**src/rtl/scsi_seq_pkg.sv**
```systemverilog
package scsi_seq_pkg;
  localparam logic [6:0] OP_XFER   = 7'h10;
  localparam logic [6:0] OP_CMPL   = 7'h11;
  localparam logic [6:0] OP_MSGOK  = 7'h12;
  localparam logic [6:0] OP_SEL    = 7'h42;
  localparam logic [6:0] OP_SELSTP = 7'h43;

  localparam logic [7:0] ST_INT   = 8'h80;
  localparam logic [7:0] ST_TC    = 8'h10;
  localparam logic [7:0] IN_DISC  = 8'h20;
  localparam logic [7:0] IN_BSFC  = 8'h18;
  localparam logic [7:0] IN_BS    = 8'h10;
  localparam logic [7:0] SEQ_CMD  = 8'h04;

  typedef enum logic [2:0] {
    S_IDLE, S_DEV, S_DMA_DATA, S_DMA_CMD, S_DMA_RESP
  } seqState_t;

  typedef struct packed {
    logic abort;
    logic ldTarget;
    logic noTarget;
    logic selDone;
    logic stopDone;
    logic dmaStart;
    logic xferDone;
    logic cmdTaken;
    logic respStart;
    logic respDone;
    logic respPio;
    logic msgAcc;
  } seqStrobe_t;
endpackage

```
**src/rtl/scsi_seq_ctrl.sv**
```systemverilog
module scsi_seq_ctrl
  import scsi_seq_pkg::*;
#(
  parameter int NUM_TARGETS = 8
) (
  input  logic                   clk,
  input  logic                   rstN,
  input  logic                   cmdValid,
  input  logic [7:0]             cmdCode,
  input  logic [2:0]             busIdLow,
  input  logic [NUM_TARGETS-1:0] targetPresent,
  input  logic                   cmdPending,
  input  logic                   devAck,
  input  logic                   dmaDone,
  output logic                   devReq,
  output logic                   dmaReq,
  output seqStrobe_t             str
);
  seqState_t state, nextState;
  logic [6:0] opcode;
  logic       dmaMode, selCmd, targetOk;

  assign opcode   = cmdCode[6:0];
  assign dmaMode  = cmdCode[7];
  assign selCmd   = cmdValid && (opcode == OP_SEL || opcode == OP_SELSTP);
  assign targetOk = (32'(busIdLow) < NUM_TARGETS) && targetPresent[busIdLow];
  assign devReq   = (state == S_DEV);
  assign dmaReq   = (state == S_DMA_DATA) || (state == S_DMA_CMD) || (state == S_DMA_RESP);

  always_comb begin
    str       = '0;
    nextState = state;
    if (selCmd) begin
      str.abort = (state != S_IDLE);
      nextState = S_IDLE;
      if (!targetOk) begin
        str.noTarget = 1'b1;
      end else begin
        str.ldTarget = 1'b1;
        if (opcode == OP_SEL) nextState = S_DEV;
        else                  str.stopDone = 1'b1;
      end
    end else begin
      unique case (state)
        S_IDLE: if (cmdValid) begin
          unique case (opcode)
            OP_XFER: begin
              if (dmaMode) begin
                str.dmaStart = 1'b1;
                nextState    = cmdPending ? S_DMA_CMD : S_DMA_DATA;
              end else if (cmdPending) begin
                str.cmdTaken = 1'b1;
                nextState    = S_DEV;
              end
            end
            OP_CMPL: begin
              if (dmaMode) begin
                str.respStart = 1'b1;
                nextState     = S_DMA_RESP;
              end else begin
                str.respPio = 1'b1;
              end
            end
            OP_MSGOK: str.msgAcc = 1'b1;
            default: ;
          endcase
        end
        S_DEV: if (devAck) begin
          str.selDone = 1'b1;
          nextState   = S_IDLE;
        end
        S_DMA_DATA: if (dmaDone) begin
          str.xferDone = 1'b1;
          nextState    = S_IDLE;
        end
        S_DMA_CMD: if (dmaDone) begin
          str.cmdTaken = 1'b1;
          nextState    = S_DEV;
        end
        S_DMA_RESP: if (dmaDone) begin
          str.respDone = 1'b1;
          nextState    = S_IDLE;
        end
        default: nextState = S_IDLE;
      endcase
    end
  end

  always_ff @(posedge clk) begin
    if (!rstN) state <= S_IDLE;
    else       state <= nextState;
  end

  // a selection during a transfer ends the DMA request
  p_abort_drops_dma_r11: assert property (@(posedge clk) disable iff (!rstN)
    (dmaReq && selCmd) |=> !dmaReq);
  // the device request waits for its answer
  p_dev_req_held_r2: assert property (@(posedge clk) disable iff (!rstN)
    (devReq && !devAck && !selCmd) |=> devReq);
  // a busy transfer only ends on done or selection
  p_busy_holds_r13: assert property (@(posedge clk) disable iff (!rstN)
    (dmaReq && !dmaDone && !selCmd) |=> dmaReq);
endmodule

```
**src/rtl/scsi_seq_datapath.sv**
```systemverilog
module scsi_seq_datapath
  import scsi_seq_pkg::*;
#(
  parameter int LEN_W   = 18,
  parameter int CMD_CAP = 32
) (
  input  logic                    clk,
  input  logic                    rstN,
  input  seqStrobe_t              str,
  input  logic [2:0]              busIdLow,
  input  logic [15:0]             xferCount,
  input  logic [7:0]              senseIn,
  input  logic signed [LEN_W-1:0] devLen,
  output logic                    cmdPending,
  output logic [2:0]              devTarget,
  output logic [LEN_W-1:0]        dmaLen,
  output logic                    dmaToDev,
  output logic [15:0]             dmaData,
  output logic [7:0]              statusOut,
  output logic [7:0]              intrOut,
  output logic [7:0]              seqOut,
  output logic [7:0]              fifoFlags,
  output logic                    countClr,
  output logic                    irq
);
  localparam logic [LEN_W-1:0] FULL_COUNT = LEN_W'(32'h10000);
  localparam logic [LEN_W-1:0] CAP_LEN    = LEN_W'(CMD_CAP);

  logic signed [LEN_W-1:0] remSize;
  logic [LEN_W-1:0] countEff, remMag, limit, lenCalc, xferLen;
  logic [7:0] senseReg;
  logic       toDevReg;

  assign countEff = (xferCount == 16'h0) ? FULL_COUNT : LEN_W'(xferCount);
  assign remMag   = remSize[LEN_W-1] ? LEN_W'(-remSize) : LEN_W'(remSize);
  assign limit    = cmdPending ? CAP_LEN : remMag;
  assign lenCalc  = (countEff < limit) ? countEff : limit;

  assign dmaLen   = xferLen;
  assign dmaToDev = toDevReg;
  assign dmaData  = {8'h00, senseReg};

  always_ff @(posedge clk) begin
    if (!rstN) begin
      remSize    <= '0;
      xferLen    <= '0;
      toDevReg   <= 1'b0;
      senseReg   <= '0;
      cmdPending <= 1'b0;
      devTarget  <= '0;
      statusOut  <= '0;
      intrOut    <= '0;
      seqOut     <= '0;
      fifoFlags  <= '0;
      countClr   <= 1'b0;
      irq        <= 1'b0;
    end else begin
      countClr <= str.xferDone;
      irq      <= str.noTarget | str.selDone | str.stopDone | str.xferDone |
                  str.respDone | str.respPio | str.msgAcc;
      if (str.abort) begin
        remSize    <= '0;
        cmdPending <= 1'b0;
      end
      if (str.ldTarget) devTarget <= busIdLow;
      if (str.noTarget) begin
        statusOut <= ST_INT;
        intrOut   <= IN_DISC;
        seqOut    <= '0;
        remSize   <= '0;
      end
      if (str.selDone) begin
        statusOut <= ST_INT | ST_TC | {7'h0, (devLen > 0)};
        intrOut   <= IN_BSFC;
        seqOut    <= SEQ_CMD;
        remSize   <= devLen;
      end
      if (str.stopDone) begin
        statusOut  <= ST_INT | ST_TC | 8'h02;
        intrOut    <= IN_BSFC;
        seqOut     <= SEQ_CMD;
        remSize    <= '0;
        cmdPending <= 1'b1;
      end
      if (str.dmaStart) begin
        statusOut <= statusOut & ~ST_TC;
        xferLen   <= lenCalc;
        toDevReg  <= remSize[LEN_W-1];
      end
      if (str.xferDone) begin
        statusOut <= statusOut | ST_INT | ST_TC;
        intrOut   <= IN_BS;
        seqOut    <= '0;
        fifoFlags <= '0;
        remSize   <= remSize[LEN_W-1] ? remSize + $signed(xferLen)
                                      : remSize - $signed(xferLen);
      end
      if (str.cmdTaken) begin
        cmdPending <= 1'b0;
        remSize    <= '0;
      end
      if (str.respStart) begin
        senseReg <= senseIn;
        xferLen  <= LEN_W'(2);
        toDevReg <= 1'b0;
      end
      if (str.respDone) begin
        statusOut <= ST_INT | ST_TC | 8'h03;
        intrOut   <= IN_BSFC;
        seqOut    <= SEQ_CMD;
      end
      if (str.respPio) begin
        senseReg  <= senseIn;
        remSize   <= LEN_W'(2);
        fifoFlags <= 8'h02;
      end
      if (str.msgAcc) begin
        intrOut <= IN_DISC;
        seqOut  <= '0;
      end
    end
  end

  // the terminal-count bit is low once a transfer has started
  p_tc_cleared_r6: assert property (@(posedge clk) disable iff (!rstN)
    $past(str.dmaStart) |-> !statusOut[4]);
  // a pending command never moves more than the cap
  p_cmd_cap_r5: assert property (@(posedge clk) disable iff (!rstN)
    ($past(str.dmaStart) && cmdPending) |-> (dmaLen <= CAP_LEN));
  // the count clear comes with the data-completion triple
  p_done_triple_r7: assert property (@(posedge clk) disable iff (!rstN)
    countClr |-> (statusOut[7] && statusOut[4] && intrOut == IN_BS &&
                  seqOut == 8'h0 && fifoFlags == 8'h0 && irq));
  // the count clear is a single-cycle pulse
  p_clr_pulse_r12: assert property (@(posedge clk) disable iff (!rstN)
    countClr |=> !countClr);
endmodule

```
**src/rtl/scsi_seq_top.sv**
```systemverilog
module scsi_seq_top
  import scsi_seq_pkg::*;
#(
  parameter int NUM_TARGETS = 8,
  parameter int LEN_W       = 18,
  parameter int CMD_CAP     = 32
) (
  input  logic                    clk,
  input  logic                    rstN,
  input  logic                    cmdValid,
  input  logic [7:0]              cmdCode,
  input  logic [2:0]              busIdLow,
  input  logic [NUM_TARGETS-1:0]  targetPresent,
  input  logic [15:0]             xferCount,
  input  logic [7:0]              senseIn,
  output logic                    devReq,
  output logic [2:0]              devTarget,
  input  logic                    devAck,
  input  logic signed [LEN_W-1:0] devLen,
  output logic                    dmaReq,
  output logic                    dmaToDev,
  output logic [LEN_W-1:0]        dmaLen,
  output logic [15:0]             dmaData,
  input  logic                    dmaDone,
  output logic [7:0]              statusOut,
  output logic [7:0]              intrOut,
  output logic [7:0]              seqOut,
  output logic [7:0]              fifoFlags,
  output logic                    countClr,
  output logic                    irq
);
  seqStrobe_t str;
  logic       cmdPending;

  scsi_seq_ctrl #(.NUM_TARGETS(NUM_TARGETS)) u_ctrl (
    .clk(clk), .rstN(rstN), .cmdValid(cmdValid), .cmdCode(cmdCode),
    .busIdLow(busIdLow), .targetPresent(targetPresent),
    .cmdPending(cmdPending), .devAck(devAck), .dmaDone(dmaDone),
    .devReq(devReq), .dmaReq(dmaReq), .str(str)
  );

  scsi_seq_datapath #(.LEN_W(LEN_W), .CMD_CAP(CMD_CAP)) u_dp (
    .clk(clk), .rstN(rstN), .str(str), .busIdLow(busIdLow),
    .xferCount(xferCount), .senseIn(senseIn), .devLen(devLen),
    .cmdPending(cmdPending), .devTarget(devTarget), .dmaLen(dmaLen),
    .dmaToDev(dmaToDev), .dmaData(dmaData), .statusOut(statusOut),
    .intrOut(intrOut), .seqOut(seqOut), .fifoFlags(fifoFlags),
    .countClr(countClr), .irq(irq)
  );
endmodule

```
**config.mk**
```make
export PLATFORM = sky130hd
export DESIGN_NAME = scsi_seq_top
export DESIGN_NICKNAME = d
export VERILOG_FILES = /design/src/rtl/scsi_seq_pkg.sv /design/src/rtl/scsi_seq_ctrl.sv /design/src/rtl/scsi_seq_datapath.sv /design/src/rtl/scsi_seq_top.sv
export SDC_FILE = /design/constraint.sdc
export NUM_CORES = 1
export LEC_CHECK = 0
export ABC_AREA = 1
export BUFFER_PORTS_ARGS = -buffer_cell sky130_fd_sc_hd__buf_2
export CAP_MARGIN = 20
export CELL_PAD_IN_SITES_DETAIL_PLACEMENT = 1
export CELL_PAD_IN_SITES_GLOBAL_PLACEMENT = 1
export CORE_MARGIN = 2
export CORE_UTILIZATION = 41
export DETAILED_ROUTE_END_ITERATION = 10
export PLACE_DENSITY_LB_ADDON = 0.1
export RECOVER_POWER = 50
export SLEW_MARGIN = 40
export SYNTH_ARGS = -nofsm -noshare
export SYNTH_HDL_FRONTEND = slang
export SYNTH_SLANG_ARGS = --single-unit
export TNS_END_PERCENT = 100
```
**constraint.sdc**
```tcl
create_clock -name clk -period 5.8 [get_ports clk]
set_clock_uncertainty 0.05 [all_clocks]
set_input_delay 1.16 -clock clk [delete_from_list [all_inputs] [get_ports clk]]
set_output_delay 1.16 -clock clk [all_outputs]
set_load 0.01 [all_outputs]
```
==> results.toml <==
[routing]
drc_errors = 0
wl_um = 18900
drt_first_pass_iters = 4
vias = 6445
route.antenna.remaining_nets = 0
post_drt_wl_per_cell_um = 14.7
drt_iter0_drc = 232
viasPerCell = 5.02

[grt]
grt_max_degree = 35
antenna_found_initial = 0
grt_pass1_vias = 6519
grt_use_total_pct = 24.0
grt_pass1_wl_um = 31300
grt_overflow = 0

[sta]
tns_ns = 0
setup_viol = 0
finalCritPeriodShare_pct = 60.6
fmax_mhz = 285
hold-worst-slack_ns = 0.401
maxSlewViolCount = 0
period_needed_ns = 3.51
rsz0062_at_grt = "no"
worst_slew_pin_slew_ns = 0.650
finalHoldViolations = 0
max-slew-margin-rel_pct = 56.6

[worst_setup_path]
worstPathRequired_ns = 6.02
slowest_stage = "clkinv_1"
crit_family = "simple AND/OR/NAND/NOR gates"
worstPathMaxFanout = 34
critPathLaunchType = "flop"
cp_cell_sequence = "buf_4 > clkinv_1 > nand2_1 > nand2_1 > nor2_1 > xor2_1 > ha_1 > a21oi_1 > and2_1 > nor2_1 > nor2_1 > nand2_1 > nand2_1 > nand2_1 > nand2_1 > nand2_1 > a21oi_1"
cp_common_cell = "nand2_1"
critPathBufInv = 2
crit_arrival_ns = 3.73
worstSetupEndpointType = "flop"
crit_start = "u_dp.remSize[17]"
timing.rr.start = "u_dp.remSize[17]"
max_stage_delay_ns = 0.52
criticalPathCategory = "reg2reg"

[floorplanning]
dieArea_sq_um = 15800
die_y_um = 126
die_w_um = 126
rows = 44
initial_utilization_pct = 41.9
io_pins = 140
design.core.area_sq_um = 14500

[finish]
regArea_sq_um = 1240
synthToLayoutAreaGrowth_pct = 11.6
post-route-util_pct = 46.7
final_nets = 1198
multi_input_area_sq_um = 3870
n_fill_cell = 2118
diodes = 0
finalNonFillerCells = 1285
drive_above_1_share_pct = 12.1

[yosys]
synth_warnings = 0
ys_seq_elements = 62
ys.flop_type = "dfxtp_1"
syn-cell-area_sq_um = 6060
ys_seq_area_share_pct = 20.5
synth.distinct_cells = 47
syn_inst = 1014
synth_edf_count = 0
synth_area_per_cell_sq_um = 5.98
synthArstFlopShare_pct = 0

[clock_network]
root_buffer = "clkbuf_16"
ctsHtreeMaxLevel = 3
ctsLongestPathBuffers = 2
cts_setup_buffers = 0
cts_tree = "done"
numCtsBuffers = 9
clk-insertion-delay-late_ns = 0.34
clk_pin_slew_worst_paths_ns = 0.06
holdBufCountCts = 0
cts.sinks = 62
post_cts_resized = 0

[worst_hold_path]
hold_start = "u_dp.statusOut[7]"
hp-class = "reg2reg"

[placed_design]
place_inst = 1269
routabilityCongestion = 0.897
portBuffers = 108
dp_hpwl_um = 15600

[power]
p_leak_nw = 3.43
power.ir.vdd_worst_uv = 158
power_density_nw_per_um2 = 295

[job]
maxCapViolations = 0

[outcome]
outcome = "complete, no violations"
final cells by class:
class,count,share of cell area [%]
clock inverters,7,1.46
inverters,161,8.97
well taps,184,3.40
repair buffers,109,7.34
clock buffers,9,3.33
multi-input cells,753,57.2
flip-flops and latches,62,18.3
per-layer routing:
| layer | up-vias | global-route usage [%] | share of wire [%] |
|---|---|---|---|
| li1 | 3323 | - | - |
| met5 | - | 0 | 0 |
| met2 | 126 | 44.2 | 51 |
| met1 | 2978 | 29.2 | 44 |
| met3 | 18 | 4.67 | 4.4 |
| met4 | 0 | 4.25 | 0.98 |
logic make-up after synthesis:
family / Yosys count / share of synthesized area (%)
XOR/XNOR: 18 / 2.60
AND/OR/NAND/NOR: 535 / 40.2
other: 1 / 0.0618
adder cells (fa/ha/maj): 36 / 7.55
flip-flops: 62 / 20.5
AO/OA/AOI/OAI: 133 / 12.2
buffers and inverters: 229 / 17.0
tightest hold or removal path: cells and delay by family, from the launching register on:
family / cells / cell delay, ns
buf+inv: 1 / 0.05
flops: 1 / 0.31
compound gates: 1 / 0.05
registers in the layout (all words and copies together) (netlist names):
signal           cells
u_dp.irq             1
u_dp.cmdPending      1
u_dp.countClr        1
u_dp.statusOut       4
u_dp.remSize        18
u_dp.fifoFlags       1
u_dp.seqOut          1
u_dp.dmaToDev        1
u_dp.devTarget       3
u_dp.senseReg        8
u_dp.intrOut         2
u_ctrl.state         3
u_dp.dmaLen         18
metrics by stage:
stage	power, mW	setup WS [ns]	area [sq um]
after floorplan	1.21	2.85	6180
after global placement	1.41	2.28	6540
after detailed placement	1.43	2.17	6540
after CTS	2.03	2.26	6860
after global routing	2.16	1.83	6770
final	2.00	2.29	6770
report_power, final:
part           leakage [nW]  switching, mW  internal [mW]
clock network         0.156          0.213          0.377
logic                  2.77          0.605          0.286
registers             0.501         0.0494          0.469
placed cells by master (no fill, tap or decap), types with 4 or more instances in the layout:
cell and n:
xor2_1 17, o21ai_0 40, inv_2 10, nand2_2 5, conb_1 31, ha_1 35, dfxtp_1 62, nand3_1 84
a21oi_2 10, a21oi_1 58, nand3b_1 5, a22oi_1 4, nand4_1 11, nor3_1 20, o21ai_1 10, nand3_2 11
nor2_1 143, inv_1 148, o21a_1 4, nand2_4 4, nor4_1 7, clkbuf_16 9, buf_2 67, nand2_1 234
clkbuf_1 41
cell usage after synthesis (5+ instances only):
cell / instances / area [sq um]
nor4_1: 7 / 43.8
nand2_1: 234 / 878
nand4_1: 11 / 68.8
buf_2: 8 / 40.0
nor3_1: 20 / 100
inv_2: 10 / 37.5
nand3_2: 11 / 110
o21ai_1: 10 / 50.1
clkbuf_1: 22 / 82.6
nor2_1: 140 / 526
dfxtp_1: 62 / 1240
o21ai_0: 40 / 200
buf_4: 33 / 248
nand3_1: 83 / 415
a21oi_2: 10 / 87.6
nand3b_1: 5 / 37.5
a21oi_1: 58 / 290
xor2_1: 17 / 149
nand2_2: 5 / 31.3
inv_1: 148 / 556
ha_1: 35 / 438
path summary, 6_finish.rpt:
kind / depth (start not counted) / slack (ns) / to
worst max-delay path: 17 / 2.29 / u_dp.remSize[17]
worst min-delay path: 2 / 0.40 / u_dp.statusOut[7]
worst min register to register: 2 / 0.40 / u_dp.statusOut[7]
worst max register to register: 17 / 2.29 / u_dp.remSize[17]
(Power assumes the default switching activity.)
